$ cat src/rtl/gpio_pkg.sv
package gpio_pkg;

  typedef enum logic [2:0] {
    GA_PIN = 3'd0,
    GA_LAT = 3'd1,
    GA_DIR = 3'd2,
    GA_CTL = 3'd3,
    GA_FLG = 3'd4
  } gpio_addr_e;

  // Edge detector on a synchronised level and its one-cycle-old copy.
  function automatic logic edge_hit(input logic rise_sel, input logic cur, input logic prev);
    return rise_sel ? (cur & ~prev) : (~cur & prev);
  endfunction

  // Weak pull-up request: pin is an input and pull-ups are not switched off.
  function automatic logic pull_on(input logic dir_in, input logic pu_off);
    return dir_in & ~pu_off;
  endfunction

endpackage

$ cat src/rtl/gpio_sync.sv
module gpio_sync #(
  parameter int W = 8
) (
  input  logic         clk,
  input  logic         rst_n,
  input  logic [W-1:0] raw,
  output logic [W-1:0] level,
  output logic [W-1:0] level_d
);
  logic [W-1:0] meta;

  always_ff @(posedge clk or negedge rst_n) begin
    if (!rst_n) begin
      meta    <= '0;
      level   <= '0;
      level_d <= '0;
    end else begin
      meta    <= raw;
      level   <= meta;
      level_d <= level;
    end
  end
endmodule

$ cat src/rtl/gpio_regs.sv
module gpio_regs
  import gpio_pkg::*;
#(
  parameter int W    = 8,
  parameter int NIRQ = 4
) (
  input  logic            clk,
  input  logic            rst_n,
  input  logic            wr,
  input  logic [2:0]      addr,
  input  logic [W-1:0]    wdata,
  output logic [W-1:0]    lat,
  output logic [W-1:0]    dir,
  output logic            pu_off,
  output logic [NIRQ-1:0] rise_sel
);
  gpio_addr_e a;
  logic wr_lat, wr_dir, wr_ctl;

  assign a      = gpio_addr_e'(addr);
  assign wr_lat = wr && (a == GA_PIN || a == GA_LAT);
  assign wr_dir = wr && (a == GA_DIR);
  assign wr_ctl = wr && (a == GA_CTL);

  always_ff @(posedge clk or negedge rst_n) begin
    if (!rst_n) begin
      lat      <= '0;
      dir      <= '1;
      pu_off   <= 1'b1;
      rise_sel <= '1;
    end else begin
      if (wr_lat) lat <= wdata;
      if (wr_dir) dir <= wdata;
      if (wr_ctl) begin
        pu_off   <= wdata[0];
        rise_sel <= wdata[W-1 -: NIRQ];
      end
    end
  end
endmodule

$ cat src/rtl/gpio_irq.sv
module gpio_irq
  import gpio_pkg::*;
#(
  parameter int NIRQ     = 4,
  parameter int GATE_IDX = 3
) (
  input  logic            clk,
  input  logic            rst_n,
  input  logic [NIRQ-1:0] cur,
  input  logic [NIRQ-1:0] prev,
  input  logic [NIRQ-1:0] rise_sel,
  input  logic            gate_off,
  input  logic [NIRQ-1:0] clr,
  output logic [NIRQ-1:0] ev,
  output logic [NIRQ-1:0] flags
);
  for (genvar i = 0; i < NIRQ; i++) begin : g_src
    if (i == GATE_IDX) begin : g_gated
      assign ev[i] = edge_hit(rise_sel[i], cur[i], prev[i]) & ~gate_off;
    end else begin : g_plain
      assign ev[i] = edge_hit(rise_sel[i], cur[i], prev[i]);
    end
  end

  always_ff @(posedge clk or negedge rst_n) begin
    if (!rst_n) flags <= '0;
    else        flags <= ev | (flags & ~clr);
  end
endmodule

$ cat src/rtl/gpio_port_ovr.sv
module gpio_port_ovr
  import gpio_pkg::*;
#(
  parameter int W       = 8,
  parameter int NIRQ    = 4,
  parameter int OVR_PIN = 3,
  parameter int MODE_W  = 2
) (
  input  logic              clk,
  input  logic              rst_n,
  input  logic              bus_wr,
  input  logic [2:0]        bus_addr,
  input  logic [W-1:0]      bus_wdata,
  output logic [W-1:0]      bus_rdata,
  input  logic [W-1:0]      pad_di,
  output logic [W-1:0]      pad_do,
  output logic [W-1:0]      pad_oe,
  output logic [W-1:0]      pad_pu,
  input  logic              mux_cfg,
  input  logic [MODE_W-1:0] op_mode,
  input  logic              per_out,
  input  logic              per_oe,
  output logic              per_cap,
  output logic [NIRQ-1:0]   irq_flags
);
  localparam int ESEL_LO = W - NIRQ;

  logic [W-1:0]    lat, dir, lvl, lvl_d;
  logic            pu_off, ovr_active;
  logic [NIRQ-1:0] rise_sel, clr_vec, edge_ev;
  gpio_addr_e      a;

  assign a          = gpio_addr_e'(bus_addr);
  assign ovr_active = ~mux_cfg & (op_mode != '0);
  assign clr_vec    = (bus_wr && a == GA_FLG) ? bus_wdata[NIRQ-1:0] : '0;
  assign per_cap    = ovr_active & lvl[OVR_PIN];

  gpio_regs #(.W(W), .NIRQ(NIRQ)) u_regs (
    .clk(clk), .rst_n(rst_n), .wr(bus_wr), .addr(bus_addr), .wdata(bus_wdata),
    .lat(lat), .dir(dir), .pu_off(pu_off), .rise_sel(rise_sel)
  );

  gpio_sync #(.W(W)) u_sync (
    .clk(clk), .rst_n(rst_n), .raw(pad_di), .level(lvl), .level_d(lvl_d)
  );

  gpio_irq #(.NIRQ(NIRQ), .GATE_IDX(OVR_PIN)) u_irq (
    .clk(clk), .rst_n(rst_n), .cur(lvl[NIRQ-1:0]), .prev(lvl_d[NIRQ-1:0]),
    .rise_sel(rise_sel), .gate_off(ovr_active), .clr(clr_vec),
    .ev(edge_ev), .flags(irq_flags)
  );

  for (genvar i = 0; i < W; i++) begin : g_pin
    assign pad_pu[i] = pull_on(dir[i], pu_off);
    if (i == OVR_PIN) begin : g_shared
      assign pad_oe[i] = ovr_active ? per_oe  : ~dir[i];
      assign pad_do[i] = ovr_active ? per_out : lat[i];
    end else begin : g_own
      assign pad_oe[i] = ~dir[i];
      assign pad_do[i] = lat[i];
    end
  end

  always_comb begin
    bus_rdata = '0;
    unique case (a)
      GA_PIN: bus_rdata = lvl;
      GA_LAT: bus_rdata = lat;
      GA_DIR: bus_rdata = dir;
      GA_CTL: begin
        bus_rdata[0]              = pu_off;
        bus_rdata[W-1:ESEL_LO]    = rise_sel;
      end
      GA_FLG: bus_rdata[NIRQ-1:0] = irq_flags;
      default: bus_rdata = '0;
    endcase
  end
endmodule

$ cat config.mk
export PLATFORM = sky130hd
export DESIGN_NAME = gpio_port_ovr
export DESIGN_NICKNAME = d
export VERILOG_FILES = /design/src/rtl/gpio_pkg.sv /design/src/rtl/gpio_sync.sv /design/src/rtl/gpio_regs.sv /design/src/rtl/gpio_irq.sv /design/src/rtl/gpio_port_ovr.sv
export SDC_FILE = /design/constraint.sdc
export NUM_CORES = 1
export LEC_CHECK = 0
export BUFFER_PORTS_ARGS = -buffer_cell sky130_fd_sc_hd__buf_2
export CORE_UTILIZATION = 40
export CTS_BUF_LIST = sky130_fd_sc_hd__clkbuf_4
export CTS_CLUSTER_DIAMETER = 120
export DETAILED_ROUTE_END_ITERATION = 10
export PLACE_DENSITY = 0.66
export SKIP_LAST_GASP = 1
export SLEW_MARGIN = 0
export SYNTH_ARGS = -nofsm -noshare
export SYNTH_HDL_FRONTEND = slang
export SYNTH_SLANG_ARGS = --single-unit
export TNS_END_PERCENT = 20
$ cat constraint.sdc
create_clock -name clk -period 2.4 [get_ports clk]
set_input_delay 0.12 -clock clk [delete_from_list [all_inputs] [get_ports clk]]
set_output_delay 0.12 -clock clk [all_outputs]
set_load 0.02 [all_outputs]
==> impl_table.tex <==
\begin{tabular}{lr}
\hline
Metric & Value \\
\hline
\multicolumn{2}{l}{\textbf{STA}} \\
Fin Setup TNS & 0 ns \\
Slew @ Worst Pin & 0.951 ns \\
Min Tclk post-route & 1.77 ns \\
Count of final setup violators & 0 \\
Slew Viols, Final & 0 \\
Final worst clock skew & 0.00593 ns \\
Worst slew slack as a fraction of its limit & 0.366 \\
Max Clock Freq & 0.566 GHz \\
Final count of hold timing violations & 0 \\
Portion of the clock cycle consumed by the worst path in the final layout & 0.736 \\
RSZ-0062 raised after global routing & false \\
\multicolumn{2}{l}{\textbf{Global route}} \\
First-pass GRT wire length & 6.86 mm \\
Largest net degree at the start of global routing & 46 \\
GR Util All Layers & 0.179 \\
Total congestion overflow & 0 \\
Number of antenna violations at the first check in global routing & 0 \\
Via count of the first global-routing pass & 1410 \\
\multicolumn{2}{l}{\textbf{Die}} \\
Ports & 64 \\
Core Box Area & 4720 um2 \\
Starting utilization of the core area & 0.417 \\
Die Y-Extent & 72.2 um \\
Die Area & 5210 um2 \\
Die width & 72.2 um \\
Cell row count & 25 \\
\multicolumn{2}{l}{\textbf{Power}} \\
Largest vdd supply drop & 361 uV \\
Static leakage & 0.00114 uW \\
Total power draw & 1850 uW \\
Total power density per cell area & 741 nW/um2 \\
\multicolumn{2}{l}{\textbf{Synth}} \\
Distinct cell type count after synthesis & 30 \\
Sequential fraction of the synthesis area & 0.580 \\
Synth Cell Area & 1970 um2 \\
Synth warnings & 0 \\
Post-synthesis cell count & 158 \\
Average cell area after synthesis & 12.5 um2 \\
Seq cells post-synth & 45 \\
Net count of the mapped netlist & 185 \\
\multicolumn{2}{l}{\textbf{Layout}} \\
Net count of the finished layout & 257 \\
Most frequent cells in the layout & sky130\_fd\_sc\_hd\_\_buf\_2 (63), sky130\_fd\_sc\_hd\_\_dfrtp\_1 (32), sky130\_fd\_sc\_hd\_\_dlygate4sd3\_1 (16) \\
Fill cells & 445 \\
Most common cell after layout, fill and taps aside & sky130\_fd\_sc\_hd\_\_buf\_2 \\
Fraction of layout instances using a drive strength above 1 & 0.450 \\
Layout Area Growth over Synthesis & 26.5\% \\
N\_diodes & 0 \\
\multicolumn{2}{l}{\textbf{Setup path}} \\
Req. time, crit path & 2.28 ns \\
CP endpoint kind & primary output \\
Crit Path Class & reg2out \\
Setup crit start kind & flop \\
Highest fanout seen on the critical path & 10 \\
Arrival time of data at the critical path endpoint & 1.65 ns \\
\multicolumn{2}{l}{\textbf{Routing}} \\
DRC Markers & 2 \\
Total iterations of the first detailed-routing run & 7 \\
Drt wl/cell & 14.2 um \\
Antenna Violating Nets Remaining & 0 \\
Routed Wire Length & 4.22 mm \\
Total via count in the routed design & 1460 \\
Routed vias/inst & 4.90 \\
Starting DRT DRC Count & 94 \\
\multicolumn{2}{l}{\textbf{Clock network}} \\
Clock buffers created by TritonCTS & 5 \\
TritonCTS clock tree & yes \\
Insertion delay of the later-clocked pin in the worst-skew pair & 0.36 ns \\
Buffers inserted by post-CTS timing repair & 0 \\
Reg clk slew, reported paths & 0.12 ns \\
Clock buffer depth & 2 \\
Buffer cell driving the clock tree root & sky130\_fd\_sc\_hd\_\_clkbuf\_4 \\
Deepest level of the CTS H-tree & 2 \\
Sinks on the clock net & 45 \\
\multicolumn{2}{l}{\textbf{Run status}} \\
Violations in the final reports & DRC \\
Run status & finished with violations \\
\multicolumn{2}{l}{\textbf{Placement}} \\
GPL Wtd Cong & 0.730 \\
HPWL after detailed placement & 2.93 mm \\
Input/output buffers & 63 \\
\multicolumn{2}{l}{\textbf{Worst hold path}} \\
Class of the tightest hold or removal check & in2reg \\
\multicolumn{2}{l}{\textbf{Flow run}} \\
Max-cap violations & 0 \\
\hline
\end{tabular}
==> path summary, 6_finish.rpt <==
path / end / from / cells after the start / slack (ns)
max: bus_rdata[0] / u_regs.pu_off / 4 / 0.63
min: u_regs.dir[1] / bus_wdata[1] / 3 / 0.02
max reg2reg: u_irq.flags[3] / u_regs.rise_sel[3] / 3 / 1.33
min reg2reg: u_sync.level[4] / u_sync.meta[4] / 0 / 0.36
max in group asynchronous: u_sync.level_d[0] / rst_n / 2 / 1.38
min in group asynchronous: u_sync.level[3] / rst_n / 2 / 0.42
==> worst max-delay path, cell delays in order, from the launching register on <==
cell                        delay [ns]
sky130_fd_sc_hd__dfstp_2          0.70
sky130_fd_sc_hd__mux2i_1          0.11
sky130_fd_sc_hd__nor2_1           0.10
sky130_fd_sc_hd__a2bb2oi_1        0.18
sky130_fd_sc_hd__buf_2            0.19
==> kinds of logic after synthesis <==
kind of cell,share of synthesized area
AO/OA/AOI/OAI,0.0794
buffers and inverters,0.0641
flip-flops,0.580
multiplexers,0.157
AND/OR/NAND/NOR,0.120
==> metrics by stage <==
step           std cells  utilization  hold slack (ns)  setup WS [ns]  instance area (um2)
4_1_cts              298        0.528          0.00795          0.614                 2490
3_5_place_dp         274        0.482            0.229          0.943                 2280
3_3_place_gp         274        0.482            0.227          0.957                 2280
5_1_grt              298        0.528          0.00365          0.520                 2490
2_1_floorplan        158            -           -0.176          0.923                 1970
6_report             298        0.528           0.0199          0.635                 2490
==> cells in the mapped netlist <==
library cell                instances  area (um2)
sky130_fd_sc_hd__buf_2              5        25.0
sky130_fd_sc_hd__mux2_2            15         169
sky130_fd_sc_hd__a22o_1             1        8.76
sky130_fd_sc_hd__nand2_1           14        52.6
sky130_fd_sc_hd__dfstp_2           13         342
sky130_fd_sc_hd__nand2b_1           2        12.5
sky130_fd_sc_hd__inv_1              9        33.8
sky130_fd_sc_hd__o31ai_1            2        15.0
sky130_fd_sc_hd__nor2_1            13        48.8
sky130_fd_sc_hd__a32oi_1            2        17.5
sky130_fd_sc_hd__mux4_2             4        90.1
sky130_fd_sc_hd__a21oi_1            2        10.0
sky130_fd_sc_hd__buf_4              7        52.6
sky130_fd_sc_hd__nor2b_1            4        25.0
sky130_fd_sc_hd__a2bb2oi_1          2        17.5
sky130_fd_sc_hd__o21ai_0            7        35.0
sky130_fd_sc_hd__and4bb_1           1        12.5
sky130_fd_sc_hd__nand4_1            1        6.26
sky130_fd_sc_hd__nor3b_4            1        18.8
sky130_fd_sc_hd__mux2i_1            5        50.1
sky130_fd_sc_hd__a221o_1            3        30.0
sky130_fd_sc_hd__nor3b_1            3        22.5
sky130_fd_sc_hd__o32ai_1            1        8.76
sky130_fd_sc_hd__and4bb_2           1        12.5
sky130_fd_sc_hd__dfrtp_1           32         801
sky130_fd_sc_hd__clkbuf_1           1        3.75
sky130_fd_sc_hd__o21bai_1           1        7.51
sky130_fd_sc_hd__buf_6              1        11.3
sky130_fd_sc_hd__o22ai_1            1        6.26
sky130_fd_sc_hd__and2_1             4        25.0
==> report_power, final <==
part,switching [uW],internal [uW],total [uW]
sequential,83.1,891,974
clock,228,135,364
combinational,290,221,511
==> state kept, by name, indices dropped and copies added, names as in the netlist <==
name             cells
u_regs.pu_off        1
u_sync.meta          8
u_sync.level         8
u_regs.lat           8
u_irq.flags          4
u_regs.rise_sel      4
u_sync.level_d       4
u_regs.dir           8
==> area by class of cell <==
| cell class | instances | area (um2) | share of cell area |
|---|---|---|---|
| inverter | 9 | 33.8 | 0.0135 |
| multi-input combinational | 90 | 702 | 0.281 |
| timing repair buffer | 79 | 475 | 0.191 |
| clock buffer | 7 | 52.6 | 0.0211 |
| sequential | 45 | 1140 | 0.458 |
| tap | 67 | 83.8 | 0.0336 |
| clock inverter | 1 | 3.75 | 0.00151 |
==> timing repair <==
| item | in CTS | in global routing |
|---|---|---|
| hold buffers | 16 | 0 |
| gates resized for setup | 0 | 0 |
| hold endpoints to repair | 47 | 0 |
==> metal layers <==
metal  share of wire  wire length, um  GRT usage  vias up
met3           0.040              170     0.0361        8
met2            0.51             2160      0.294       37
met1            0.42             1790      0.223      730
li1                -                -          -      685
met4           0.024              102     0.0980        0
met5               0                0          0        -
Note: power is estimated with default switching activity, not from simulation.
